## src/rtl/i2c_unjam_pkg.sv

```systemverilog
`timescale 1ns/1ps
package i2c_unjam_pkg;

  typedef enum logic [2:0] {
    ST_IDLE,
    ST_WAIT_SCL,
    ST_CHK_SDA,
    ST_PULSE_LO,
    ST_PULSE_HI,
    ST_GEN_START,
    ST_GEN_STOP
  } unjam_state_e;

  // number of clock-line samples that fit in the stretch window (rounded up)
  function automatic int poll_count(input int timeout_cyc, input int poll_cyc);
    return (timeout_cyc + poll_cyc - 1) / poll_cyc;
  endfunction

  function automatic int max_of(input int a, input int b);
    return (a > b) ? a : b;
  endfunction

  // width of a countdown that must hold the larger of the two reload values
  function automatic int timer_width(input int poll_cyc, input int half_cyc);
    return $clog2(max_of(poll_cyc, half_cyc) + 1);
  endfunction

  // width of a counter that must reach n - 1 (never below 1 bit)
  function automatic int cnt_width(input int n);
    return (n > 1) ? $clog2(n) : 1;
  endfunction

endpackage

```

## src/rtl/unjam_sync.sv

```systemverilog
`timescale 1ns/1ps
module unjam_sync #(
  parameter int LINES  = 2,
  parameter int STAGES = 2
) (
  input  logic             clk,
  input  logic             rst_n,
  input  logic [LINES-1:0] raw_i,
  output logic [LINES-1:0] sync_o
);

  // idle bus reads high, so the flops reset to 1
  for (genvar g = 0; g < LINES; g++) begin : g_line
    logic [STAGES-1:0] chain;
    always_ff @(posedge clk or negedge rst_n) begin
      if (!rst_n) chain <= '1;
      else        chain <= {chain[STAGES-2:0], raw_i[g]};
    end
    assign sync_o[g] = chain[STAGES-1];
  end

endmodule

```

## src/rtl/unjam_timer.sv

```systemverilog
`timescale 1ns/1ps
module unjam_timer #(
  parameter int W = 8
) (
  input  logic         clk,
  input  logic         rst_n,
  input  logic         load_i,
  input  logic [W-1:0] load_val_i,
  output logic         expired_o
);

  logic [W-1:0] cnt_q;

  always_ff @(posedge clk or negedge rst_n) begin
    if (!rst_n)              cnt_q <= '0;
    else if (load_i)         cnt_q <= load_val_i;
    else if (cnt_q != '0)    cnt_q <= cnt_q - 1'b1;
  end

  assign expired_o = (cnt_q == '0);

endmodule

```

## src/rtl/unjam_ctrl.sv

```systemverilog
`timescale 1ns/1ps
module unjam_ctrl
  import i2c_unjam_pkg::*;
#(
  parameter int POLL_CYC    = 50000,
  parameter int TIMEOUT_CYC = 4000000,
  parameter int HALF_CYC    = 500,
  parameter int MAX_PULSES  = 9
) (
  input  logic clk,
  input  logic rst_n,
  input  logic start_i,
  input  logic scl_s_i,
  input  logic sda_s_i,
  input  logic tmr_expired_i,
  output logic tmr_load_o,
  output logic [timer_width(POLL_CYC, HALF_CYC)-1:0] tmr_val_o,
  output logic busy_o,
  output logic done_o,
  output logic err_o,
  output logic scl_oe_o,
  output logic sda_oe_o
);

  localparam int TW     = timer_width(POLL_CYC, HALF_CYC);
  localparam int NPOLL  = poll_count(TIMEOUT_CYC, POLL_CYC);
  localparam int PW     = cnt_width(NPOLL);
  localparam int KW     = $clog2(MAX_PULSES + 1);
  localparam logic [TW-1:0] POLL_RELOAD = TW'(POLL_CYC - 1);
  localparam logic [TW-1:0] HALF_RELOAD = TW'(HALF_CYC - 1);

  unjam_state_e state_q, state_n;
  logic [PW-1:0] poll_q;
  logic [KW-1:0] pls_q;
  logic          done_q, err_q;

  // named internal events
  logic poll_last, pls_max;
  logic poll_inc, poll_clr, pls_inc, pls_clr;
  logic fin_ok, fin_err;

  assign poll_last = (poll_q == PW'(NPOLL - 1));
  assign pls_max   = (pls_q == KW'(MAX_PULSES));

  always_comb begin
    state_n    = state_q;
    tmr_load_o = 1'b0;
    tmr_val_o  = '0;
    poll_inc   = 1'b0;
    poll_clr   = 1'b0;
    pls_inc    = 1'b0;
    pls_clr    = 1'b0;
    fin_ok     = 1'b0;
    fin_err    = 1'b0;
    case (state_q)
      ST_IDLE: begin
        if (start_i) begin
          state_n    = ST_WAIT_SCL;
          tmr_load_o = 1'b1;
          tmr_val_o  = POLL_RELOAD;
          poll_clr   = 1'b1;
          pls_clr    = 1'b1;
        end
      end
      ST_WAIT_SCL: begin
        if (tmr_expired_i) begin
          if (scl_s_i) begin
            state_n = ST_CHK_SDA;
          end else if (poll_last) begin
            state_n = ST_IDLE;
            fin_err = 1'b1;
          end else begin
            tmr_load_o = 1'b1;
            tmr_val_o  = POLL_RELOAD;
            poll_inc   = 1'b1;
          end
        end
      end
      ST_CHK_SDA: begin
        if (sda_s_i) begin
          state_n    = ST_GEN_START;
          tmr_load_o = 1'b1;
          tmr_val_o  = HALF_RELOAD;
        end else if (pls_max) begin
          state_n = ST_IDLE;
          fin_err = 1'b1;
        end else begin
          state_n    = ST_PULSE_LO;
          tmr_load_o = 1'b1;
          tmr_val_o  = HALF_RELOAD;
        end
      end
      ST_PULSE_LO: begin
        if (tmr_expired_i) begin
          state_n    = ST_PULSE_HI;
          tmr_load_o = 1'b1;
          tmr_val_o  = HALF_RELOAD;
        end
      end
      ST_PULSE_HI: begin
        if (tmr_expired_i) begin
          state_n = ST_CHK_SDA;
          pls_inc = 1'b1;
        end
      end
      ST_GEN_START: begin
        if (tmr_expired_i) begin
          state_n    = ST_GEN_STOP;
          tmr_load_o = 1'b1;
          tmr_val_o  = HALF_RELOAD;
        end
      end
      ST_GEN_STOP: begin
        if (tmr_expired_i) begin
          state_n = ST_IDLE;
          fin_ok  = 1'b1;
        end
      end
      default: state_n = ST_IDLE;
    endcase
  end

  always_ff @(posedge clk or negedge rst_n) begin
    if (!rst_n) begin
      state_q <= ST_IDLE;
      poll_q  <= '0;
      pls_q   <= '0;
      done_q  <= 1'b0;
      err_q   <= 1'b0;
    end else begin
      state_q <= state_n;
      done_q  <= fin_ok;
      err_q   <= fin_err;
      if (poll_clr)      poll_q <= '0;
      else if (poll_inc) poll_q <= poll_q + 1'b1;
      if (pls_clr)       pls_q  <= '0;
      else if (pls_inc)  pls_q  <= pls_q + 1'b1;
    end
  end

  assign busy_o   = (state_q != ST_IDLE);
  assign done_o   = done_q;
  assign err_o    = err_q;
  assign scl_oe_o = (state_q == ST_PULSE_LO);
  assign sda_oe_o = (state_q == ST_GEN_START);


  done_err_excl_chk: assert property (@(posedge clk) disable iff (!rst_n)
    done_o |-> !err_o);

  done_single_chk: assert property (@(posedge clk) disable iff (!rst_n)
    (done_o || err_o) |=> !(done_o || err_o));

  end_after_busy_chk: assert property (@(posedge clk) disable iff (!rst_n)
    (done_o || err_o) |-> (!busy_o && $past(busy_o)));

  pulse_limit_chk: assert property (@(posedge clk) disable iff (!rst_n)
    pls_q <= KW'(MAX_PULSES));

  sda_only_scl_high_chk: assert property (@(posedge clk) disable iff (!rst_n)
    sda_oe_o |-> !scl_oe_o);

  pulse_after_low_sda_chk: assert property (@(posedge clk) disable iff (!rst_n)
    $rose(scl_oe_o) |-> !$past(sda_s_i));

  start_ignored_chk: assert property (@(posedge clk) disable iff (!rst_n)
    (busy_o && start_i && !fin_ok && !fin_err) |=> busy_o);

  released_at_end_chk: assert property (@(posedge clk) disable iff (!rst_n)
    (done_o || err_o) |-> (!scl_oe_o && !sda_oe_o));

endmodule

```

## src/rtl/i2c_unjam.sv

```systemverilog
`timescale 1ns/1ps
module i2c_unjam
  import i2c_unjam_pkg::*;
#(
  parameter int POLL_CYC    = 50000,
  parameter int TIMEOUT_CYC = 4000000,
  parameter int HALF_CYC    = 500,
  parameter int MAX_PULSES  = 9,
  parameter int SYNC_STAGES = 2
) (
  input  logic clk,
  input  logic rst_n,
  input  logic start_i,
  input  logic scl_i,
  input  logic sda_i,
  output logic busy_o,
  output logic done_o,
  output logic err_o,
  output logic scl_oe_o,
  output logic sda_oe_o
);

  localparam int TW = timer_width(POLL_CYC, HALF_CYC);

  logic [1:0]    line_sync;
  logic          tmr_load, tmr_expired;
  logic [TW-1:0] tmr_val;

  unjam_sync #(.LINES(2), .STAGES(SYNC_STAGES)) i_sync (
    .clk    (clk),
    .rst_n  (rst_n),
    .raw_i  ({sda_i, scl_i}),
    .sync_o (line_sync)
  );

  unjam_timer #(.W(TW)) i_timer (
    .clk        (clk),
    .rst_n      (rst_n),
    .load_i     (tmr_load),
    .load_val_i (tmr_val),
    .expired_o  (tmr_expired)
  );

  unjam_ctrl #(
    .POLL_CYC    (POLL_CYC),
    .TIMEOUT_CYC (TIMEOUT_CYC),
    .HALF_CYC    (HALF_CYC),
    .MAX_PULSES  (MAX_PULSES)
  ) i_ctrl (
    .clk           (clk),
    .rst_n         (rst_n),
    .start_i       (start_i),
    .scl_s_i       (line_sync[0]),
    .sda_s_i       (line_sync[1]),
    .tmr_expired_i (tmr_expired),
    .tmr_load_o    (tmr_load),
    .tmr_val_o     (tmr_val),
    .busy_o        (busy_o),
    .done_o        (done_o),
    .err_o         (err_o),
    .scl_oe_o      (scl_oe_o),
    .sda_oe_o      (sda_oe_o)
  );

endmodule

```

## config.mk

```make
export PLATFORM = sky130hd
export DESIGN_NAME = i2c_unjam
export DESIGN_NICKNAME = d
export VERILOG_FILES = /design/src/rtl/i2c_unjam_pkg.sv /design/src/rtl/unjam_sync.sv /design/src/rtl/unjam_timer.sv /design/src/rtl/unjam_ctrl.sv /design/src/rtl/i2c_unjam.sv
export SDC_FILE = /design/constraint.sdc
export NUM_CORES = 1
export LEC_CHECK = 0
export BUFFER_PORTS_ARGS = -buffer_cell sky130_fd_sc_hd__buf_4
export CORE_ASPECT_RATIO = 0.5
export CORE_UTILIZATION = 50
export DETAILED_ROUTE_END_ITERATION = 6
export PLACE_DENSITY = 0.65
export SLEW_MARGIN = 20
export SYNTH_ARGS = -nofsm -noshare
export SYNTH_HDL_FRONTEND = slang
export SYNTH_SLANG_ARGS = --single-unit
```

## constraint.sdc

```tcl
create_clock -name clk -period 2.29 [get_ports clk]
set_input_delay 0 -clock clk [delete_from_list [all_inputs] [get_ports clk]]
set_output_delay 0 -clock clk [all_outputs]
set_load 0.02 [all_outputs]
```

; ---- Yosys cells after proc, flatten, opt, wreduce, memory -nomap -nowiden
; Cells that the tools add are included.
[totals]
elab_cells = 78
output_inout_bits = 5
mem_count = 0
mem_bits_rw = 0
rom_bits = 0
register_bits = 36
latchBits = 0
[op_classes]
mux = 43
n_bitwise = 0
add_sub_neg = 3
multipliers = 0
order_cmp = 0
n_div = 0
shifts = 0
n_eq_ne = 15
reduce_logical = 9
[ops]
columns = operator, n
row1 = $mux W16, 7
row2 = $pmux W16 S4, 1
row3 = $mux W3, 9
row4 = $pmux W3 S7, 1
row5 = $mux W9, 2
row6 = $logic_not A16 Y1, 1
row7 = $mux W1, 16
row8 = $reduce_bool A16 Y1, 1
row9 = $sub A16 B1 Y16 const B, 1
row10 = $mux W7, 2
row11 = $ne A2 B1 Y1 const B, 5
row12 = $eq A3 B3 Y1 const B, 3
row13 = $mux W4, 2
row14 = $add A7 B1 Y7 const B, 1
row15 = $eq A7 B7 Y1 const B, 1
row16 = $reduce_and A7 Y1, 1
row17 = $eq A3 B2 Y1 const B, 2
row18 = $reduce_bool A2 Y1, 3
row19 = $add A4 B1 Y4 const B, 1
row20 = $eq A4 B4 Y1 const B, 1
row21 = $pmux W1 S4, 1
row22 = $eq A3 B1 Y1 const B, 1
row23 = $logic_not A3 Y1, 1
row24 = $ne A3 B2 Y1 const B, 1
row25 = other kinds (5), 5

; ---- Logic depth before layout (Yosys ltp)
; Gate-level depths: netlist of run 1.
[depth]
depth_word = 7
mapped_depth = 8
mapped_depth_nobuf = 7

; ---- Modules after synthesis
; From an unflattened synthesis of run 1, not the netlist that was laid out.
[hier_totals]
hier_cells = 231
hier_area_um2 = 2143.3
[by_module_without_submodules]
columns = module, area_per_inst_um2, instances, cells_each
row1 = unjam_ctrl, 1063.5, 1, 121
row2 = unjam_timer, 959.7, 1, 104
row3 = unjam_sync, 120.1, 1, 6

; ---- Worst setup path after synthesis of run 1
; OpenSTA, ideal clock, no wires.
[synth_path]
path_kind = register to register
startpoint = reg i_timer.cnt_q[0]
endpoint = reg i_ctrl.state_q[2]
n_path_buf = 1
setup_time_ns = 0.125
required_ns = 2.165
arrival_ns = 1.780
slack_ns = 0.385
path_stages_with_launch = 9
cell_sequence = dfrtp_1 inv_1 ha_1 buf_2 nor4b_1 nand4_1 o21ai_0 nand3_1 mux2i_1
[synth_via]
elab_chain_len = 3
[synth_rtl]
columns = item, line
row1 = from (decl), unjam_timer.sv:12  ; logic [W-1:0] cnt_q;
row2 = from (signal assigned), unjam_timer.sv:16  ; else if (load_i) cnt_q <= load_val_i;
row3 = from (signal assigned), unjam_timer.sv:17  ; else if (cnt_q != '0) cnt_q <= cnt_q - 1'b1;
row4 = $logic_not A16 Y1 *, unjam_timer.sv:20  ; assign expired_o = (cnt_q == '0);
row5 = $ne A2 B1 Y1 (no source line), -
row6 = $reduce_and A7 Y1 (no source line) *, -
row7 = to (signal assigned), unjam_ctrl.sv:131  ; state_q <= state_n;
row8 = to (decl), unjam_ctrl.sv:32  ; unjam_state_e state_q, state_n;
; Every way passes the cells marked *; elsewhere a longest branch is shown, timed or not.
; A chain may end at the register's enable or synchronous reset.

; ---- Worst setup path in the final report of run 1
; Ends and elaborated chain as after synthesis.

==> out/metrics.cfg, run 1 <==
[status]
status = finished clean

[timing]
fin_crit_sh = 0.858
finalWorstSetupSlack_ps = 325
fmax_mhz = 509
final-setup-viol-count = 0
whs_ps = 146
fin_skew_ps = 5.68
grt_setup_unrepaired = false
period_needed_ps = 1970
setup_tns_ps = 0
final-max-slew-violation-count = 0
worst_pin_slew_ps = 459
hold_viol_final = 0
slew_headroom = 0.694

[yosys]
synth_fp_nets = 212
synth_top_family_by_area = simple AND/OR/NAND/NOR gates
yosys.area_share.xor_xnor = 0.0794
synth-edff-count = 0
yosysTopAreaCell = dfrtp_1
syn_area_um2 = 1990
muxShareOfSynthArea = 0.0151
synthSimpleGateAreaFrac = 0.285
ys_warn_count = 0
syn_inst = 203
async_flop_share = 1.00
ys_seq_area_frac = 0.456
synth_compound_area_frac = 0.103
synth_top_area_frac = 0.403
avgSynthCellArea_um2 = 9.78
synth_adder_area_share = 0.0252
synthFlopType = dfrtp_1
synth-seq-cells = 36
ys_types = 41
synth.area.top_cells = dfrtp_1 40%, dfstp_2 5.3%, o21ai_0 4.3%, xnor2_1 4.0%, xor2_1 4.0%

[die]
dieArea_um2 = 4240
rows = 15
design.core.area_um2 = 3600
ios = 10
die_h_um = 46.6
die_w_um = 91.1
initial_core_util = 0.551

[finish]
stdcell_count = 280
drive_gt1_frac = 0.175
final_cell_mix = 32 x dfrtp_1, 22 x buf_4, 20 x nand2_1, 19 x nor2_1, 16 x o21ai_0
layout_commonest_cell = dfrtp_1
n_antenna_cell = 0
syn_to_final_growth_pct = 14.6
nNetsFinal = 237

[clock_network]
clk_pin_slew_worst_paths_ps = 70
clock-root-buffer = clkbuf_8
clkLatencyLatePin_ps = 290
clock-sinks = 36
cts_tree = done
clk_path_buf_depth = 2
htreeDepth = 2
cts_buffers = 5

[placement]
port_buffers = 9
place_ws_ps = 311
dp.cells = 269
gp_congestion = 0.883
hpwl_um = 3030

[detailed_routing]
viasPerCell = 5.53
drcViolationCount = 0
ant_nets = 0
drt_iter0_drc = 33
wl_um = 4130
wl_per_cell_um = 14.7
vias = 1549
dr.pass1.iters = 4

[setup_path]
critPathLaunchType = register
worst_path_max_delay_cell = dfrtp_1
cp_max_fo = 5
path_class = register to register
cp_top_family = simple AND/OR/NAND/NOR gates
crit_chain = inv_1 -> ha_1 -> nor4b_1 -> nand4_1 -> buf_4 -> nand2_1 -> nand3_1 -> mux2i_1
critical_path_buf_inv_count = 2
critPathArrivalTime_ps = 2130
cp-end-kind = register
cp_slowest_stage_delay_ps = 420
required_ps = 2450

[power]
ir_drop_mv = 0.392
power_density_nw_per_um2 = 482
p_leak_nw = 0.883

[grt]
grt_max_degree = 37
grt_first_pass_wirelength_um = 7220
grt_util_all_layers = 0.234
grt_pass1_vias = 1547
antenna_found_initial = 0
overflow = 0

[min_path]
hp-class = input pin to register

[job]
maxCapViolations = 0

[through the flow]
step | util | power [W] | cell area (um2)
2_1_floorplan | - | 0.000657 | 1990
3_3_place_gp | 0.601 | 0.000676 | 2170
3_5_place_dp | 0.601 | 0.000676 | 2170
4_1_cts | 0.632 | 0.00111 | 2280
5_1_grt | 0.632 | 0.00113 | 2280
6_report | 0.632 | 0.00110 | 2280
[logic make-up (layout without fill, tap and decap cells)]
group | Yosys count | after routing
xor+xnor | 18 | 18
buf+inv | 13 | 39
flops | 36 | 36
simple gates | 95 | 95
fa+ha+maj | 4 | 4
compound gates | 34 | 34
mux | 3 | 3
[registers in the layout, indices dropped and copies added, names as in the netlist]
signal / count
i_ctrl.poll_q: 7
i_ctrl.pls_q: 4
i_timer.cnt_q: 16
i_sync.g_line.chain: 4
i_ctrl.done_o: 1
i_ctrl.err_o: 1
i_ctrl.state_q: 3
[synthesized netlist by cell type, types with 4 or more instances]
cell type,count
ha_1,4
nand3_1,6
a21oi_1,9
xnor2_1,9
o21ai_0,17
nor2_1,19
inv_1,6
and2_1,5
dfrtp_1,32
nor3_1,7
dfstp_2,4
nand2_1,20
xor2_1,9
nand4_1,9
[final timing paths]
check	from	endpoint	slack, ps	depth (start not counted)
worst max-delay path	i_timer.cnt_q[0]	i_ctrl.state_q[2]	320	8
worst min-delay path	start_i	i_ctrl.poll_q[6]	150	4
worst max register to register	i_timer.cnt_q[0]	i_ctrl.state_q[2]	320	8
worst min register to register	i_sync.g_line[0].chain[0]	i_sync.g_line[0].chain[1]	360	0
max in group asynchronous	rst_n	i_sync.g_line[0].chain[0]	1730	2
min in group asynchronous	rst_n	i_timer.cnt_q[9]	210	2
[worst register-to-register path: cells and delay by family (launching register included)]
kind                       cells  cell delay (ps)
DFF                            1              420
and+or+nand+nor                4              740
muxes                          1              140
buffers and inverters          2              290
adders and majority gates      1              250
[timing repair]
item | in CTS | in global routing
hold buffers | 3 | 0
resized for setup | 0 | 1
endpoints found under the setup margin | 0 | 1
hold endpoints to repair | 34 | 0
setup buffers | 0 | 0
[power by group]
| group | switching (W) | internal (W) | leakage (nW) |
|---|---|---|---|
| clock | 0.000213 | 0.000216 | 0.0395 |
| combinational | 0.0000146 | 0.00000843 | 0.463 |
| sequential | 0.00000216 | 0.000642 | 0.381 |
| total | 0.000230 | 0.000867 | 0.883 |
[layer usage]
| layer | track usage | part of all wire | up-vias |
|---|---|---|---|
| met5 | 0 | 0 | - |
| met4 | 0.0889 | 0.012 | 0 |
| met3 | 0.0545 | 0.037 | 6 |
| met2 | 0.394 | 0.45 | 28 |
| met1 | 0.303 | 0.50 | 742 |
| li1 | - | - | 773 |
[area by class of cell]
class / instances / area (um2)
tap: 51 / 63.8
clock buffer: 8 / 80.1
inverter: 6 / 22.5
multi-input combinational: 154 / 1010
fill: 317 / 1330
timing repair buffer: 25 / 195
sequential: 36 / 906
Note: power is estimated with default switching activity, not from simulation.
==> run 2, diff against run 1 <==
- GPL_TIMING_DRIVEN: not set -> 0
==> out/metrics.cfg, run 2 (same netlist as run 1, synthesis figures left out) <==
[finish]
syn_to_final_growth_pct = 13.9  ; was 14.6%
drive_gt1_frac = 0.169  ; was 0.175
final_area_um2 = 2260  ; was 2280 um2
top_regs = i_timer.cnt_q (16), i_ctrl.poll_q (7)  ; unchanged
largest_register_ffs = 16  ; unchanged
final_cell_mix = 32 x dfrtp_1, 20 x nand2_1, 19 x nor2_1, 16 x o21ai_0, 12 x buf_4  ; was 32 x dfrtp_1, 22 x buf_4, 20 x nand2_1, 19 x nor2_1, 16 x o21ai_0
top_register = i_timer.cnt_q  ; unchanged
nNetsFinal = 233  ; was 237
stdcell_count = 276  ; was 280
n_antenna_cell = 0  ; unchanged
layout_commonest_cell = dfrtp_1  ; unchanged

[detailed_routing]
dr.pass1.iters = 4  ; unchanged
viasPerCell = 5.61  ; was 5.53
drcViolationCount = 0  ; unchanged
wl_per_cell_um = 13.8  ; was 14.7 um
wl_um = 3810  ; was 4130 um
vias = 1549  ; unchanged
drt_iter0_drc = 60  ; was 33
ant_nets = 0  ; unchanged

[placement]
port_buffers = 9  ; unchanged
gp_congestion = 0.812  ; was 0.883
placed_cell_area_um2 = 2120  ; was 2170 um2
dp.cells = 263  ; was 269
hpwl_um = 2720  ; was 3030 um

[setup_path]
cp_slowest_stage_delay_ps = 430  ; was 420 ps
cp_max_fo = 9  ; was 5
critPathArrivalTime_ps = 2330  ; was 2130 ps
path_class = register to register  ; unchanged
required_ps = 2500  ; was 2450 ps
crit_chain = inv_1 -> ha_1 -> buf_2 -> nor4b_1 -> nand4_1 -> buf_4 -> o21ai_2 -> a41oi_1 -> a31oi_1  ; was inv_1 -> ha_1 -> nor4b_1 -> nand4_1 -> buf_4 -> nand2_1 -> nand3_1 -> mux2i_1
critPathLaunchType = register  ; unchanged
worst_path_max_delay_cell = dfrtp_1  ; unchanged
cp-end-kind = register  ; unchanged

[timing]
slew_headroom = 0.684  ; was 0.694
worst_pin_slew_ps = 471  ; was 459 ps
fmax_mhz = 471  ; was 509 MHz
fin_crit_sh = 0.927  ; was 0.858
hold_viol_final = 0  ; unchanged
fin_skew_ps = 5.80  ; was 5.68 ps
final-max-slew-violation-count = 0  ; unchanged
final-setup-viol-count = 0  ; unchanged
period_needed_ps = 2120  ; was 1970 ps

[power]
ir_drop_mv = 0.263  ; was 0.392 mV
p_leak_nw = 0.867  ; was 0.883 nW
power_density_nw_per_um2 = 503  ; was 482 nW/um2

[grt]
grt_first_pass_wirelength_um = 6420  ; was 7220 um
grt_pass1_vias = 1391  ; was 1547
grt.busiest_layer = met2  ; unchanged
overflow = 0  ; unchanged
met3_usage = 0.0594  ; was 0.0545
antenna_found_initial = 0  ; unchanged
grt_util_all_layers = 0.205  ; was 0.234
met2_usage = 0.315  ; was 0.394
met1_usage = 0.283  ; was 0.303
grt_max_degree = 37  ; unchanged

[die]
dieArea_um2 = 4240  ; unchanged
design.core.area_um2 = 3600  ; unchanged
die_w_um = 91.1  ; unchanged
rows = 15  ; unchanged
ios = 10  ; unchanged
initial_core_util = 0.551  ; unchanged
die_h_um = 46.6  ; unchanged

[clock_network]
clkLatencyLatePin_ps = 290  ; about the same
clk_pin_slew_worst_paths_ps = 70  ; about the same
clk_path_buf_depth = 2  ; unchanged
cts_buffers = 5  ; unchanged
clock-root-buffer = clkbuf_8  ; unchanged
clock-sinks = 36  ; unchanged
htreeDepth = 2  ; unchanged
cts_tree = done  ; unchanged

[job]
maxCapViolations = 0  ; unchanged

[min_path]
hp-class = input pin to register  ; unchanged

[status]
status = finished clean  ; unchanged

-- run 2: area by class of cell --
cell class	count	area (um2)
clock buffer	8	90.1
tap	51	63.8
multi-input combinational	154	1020
fill	337	1340
buffer	7	48.8
sequential	36	906
inverter	6	22.5
timing repair buffer	14	113
-- run 2: final timing paths --
check	slack, ps	depth (start not counted)	from	to
min in group asynchronous	190	2	rst_n	i_timer.cnt_q[15]
max reg2reg	170	9	i_timer.cnt_q[0]	i_ctrl.state_q[1]
max	170	9	i_timer.cnt_q[0]	i_ctrl.state_q[1]
min reg2reg	360	0	i_sync.g_line[1].chain[0]	i_sync.g_line[1].chain[1]
max in group asynchronous	1750	2	rst_n	i_sync.g_line[0].chain[1]
min	140	4	start_i	i_ctrl.pls_q[1]
-- run 2: power breakdown --
part	leakage, nW	total [W]	internal, W	switching [W]
Combinational	0.441	0.0000228	0.00000843	0.0000144
Sequential	0.381	0.000644	0.000642	0.00000214
Clock	0.0455	0.000471	0.000245	0.000226
Total	0.867	0.00114	0.000896	0.000242
-- run 2: critical path, delay by kind of cell, from the launching register on --
| family | cells | cell delay, ps |
|---|---|---|
| AOI/OAI and AO/OA | 3 | 490 |
| DFF | 1 | 430 |
| buffers and inverters | 3 | 480 |
| and+or+nand+nor | 2 | 490 |
| adders and majority gates | 1 | 130 |
-- run 2: per-layer routing --
metal | up-vias | share of wire
li1 | 765 | -
met3 | 8 | 0.050
met4 | 0 | 0.015
met2 | 23 | 0.44
met5 | - | 0
met1 | 753 | 0.50
-- run 2: stage by stage --
stage          power [W]  setup slack (ps)  utilization  TNS, ps  hold WS (ps)
6_report         0.00114               168        0.628        0           137
5_1_grt          0.00117             -10.2        0.628    -12.6           203
3_3_place_gp    0.000676              42.6        0.588        0         -20.1
3_5_place_dp    0.000676              27.9        0.588        0         -15.7
2_1_floorplan   0.000657               385            -        0          -296
4_1_cts          0.00115              97.0        0.621        0           145
-- run 2: what timing repair did --
action,in CTS,in global routing
endpoints found under the hold margin,34,0
setup buffers,0,2
gates resized for setup,1,2
hold buffers,3,0
endpoints found under the setup margin,1,11
pin swaps,0,0
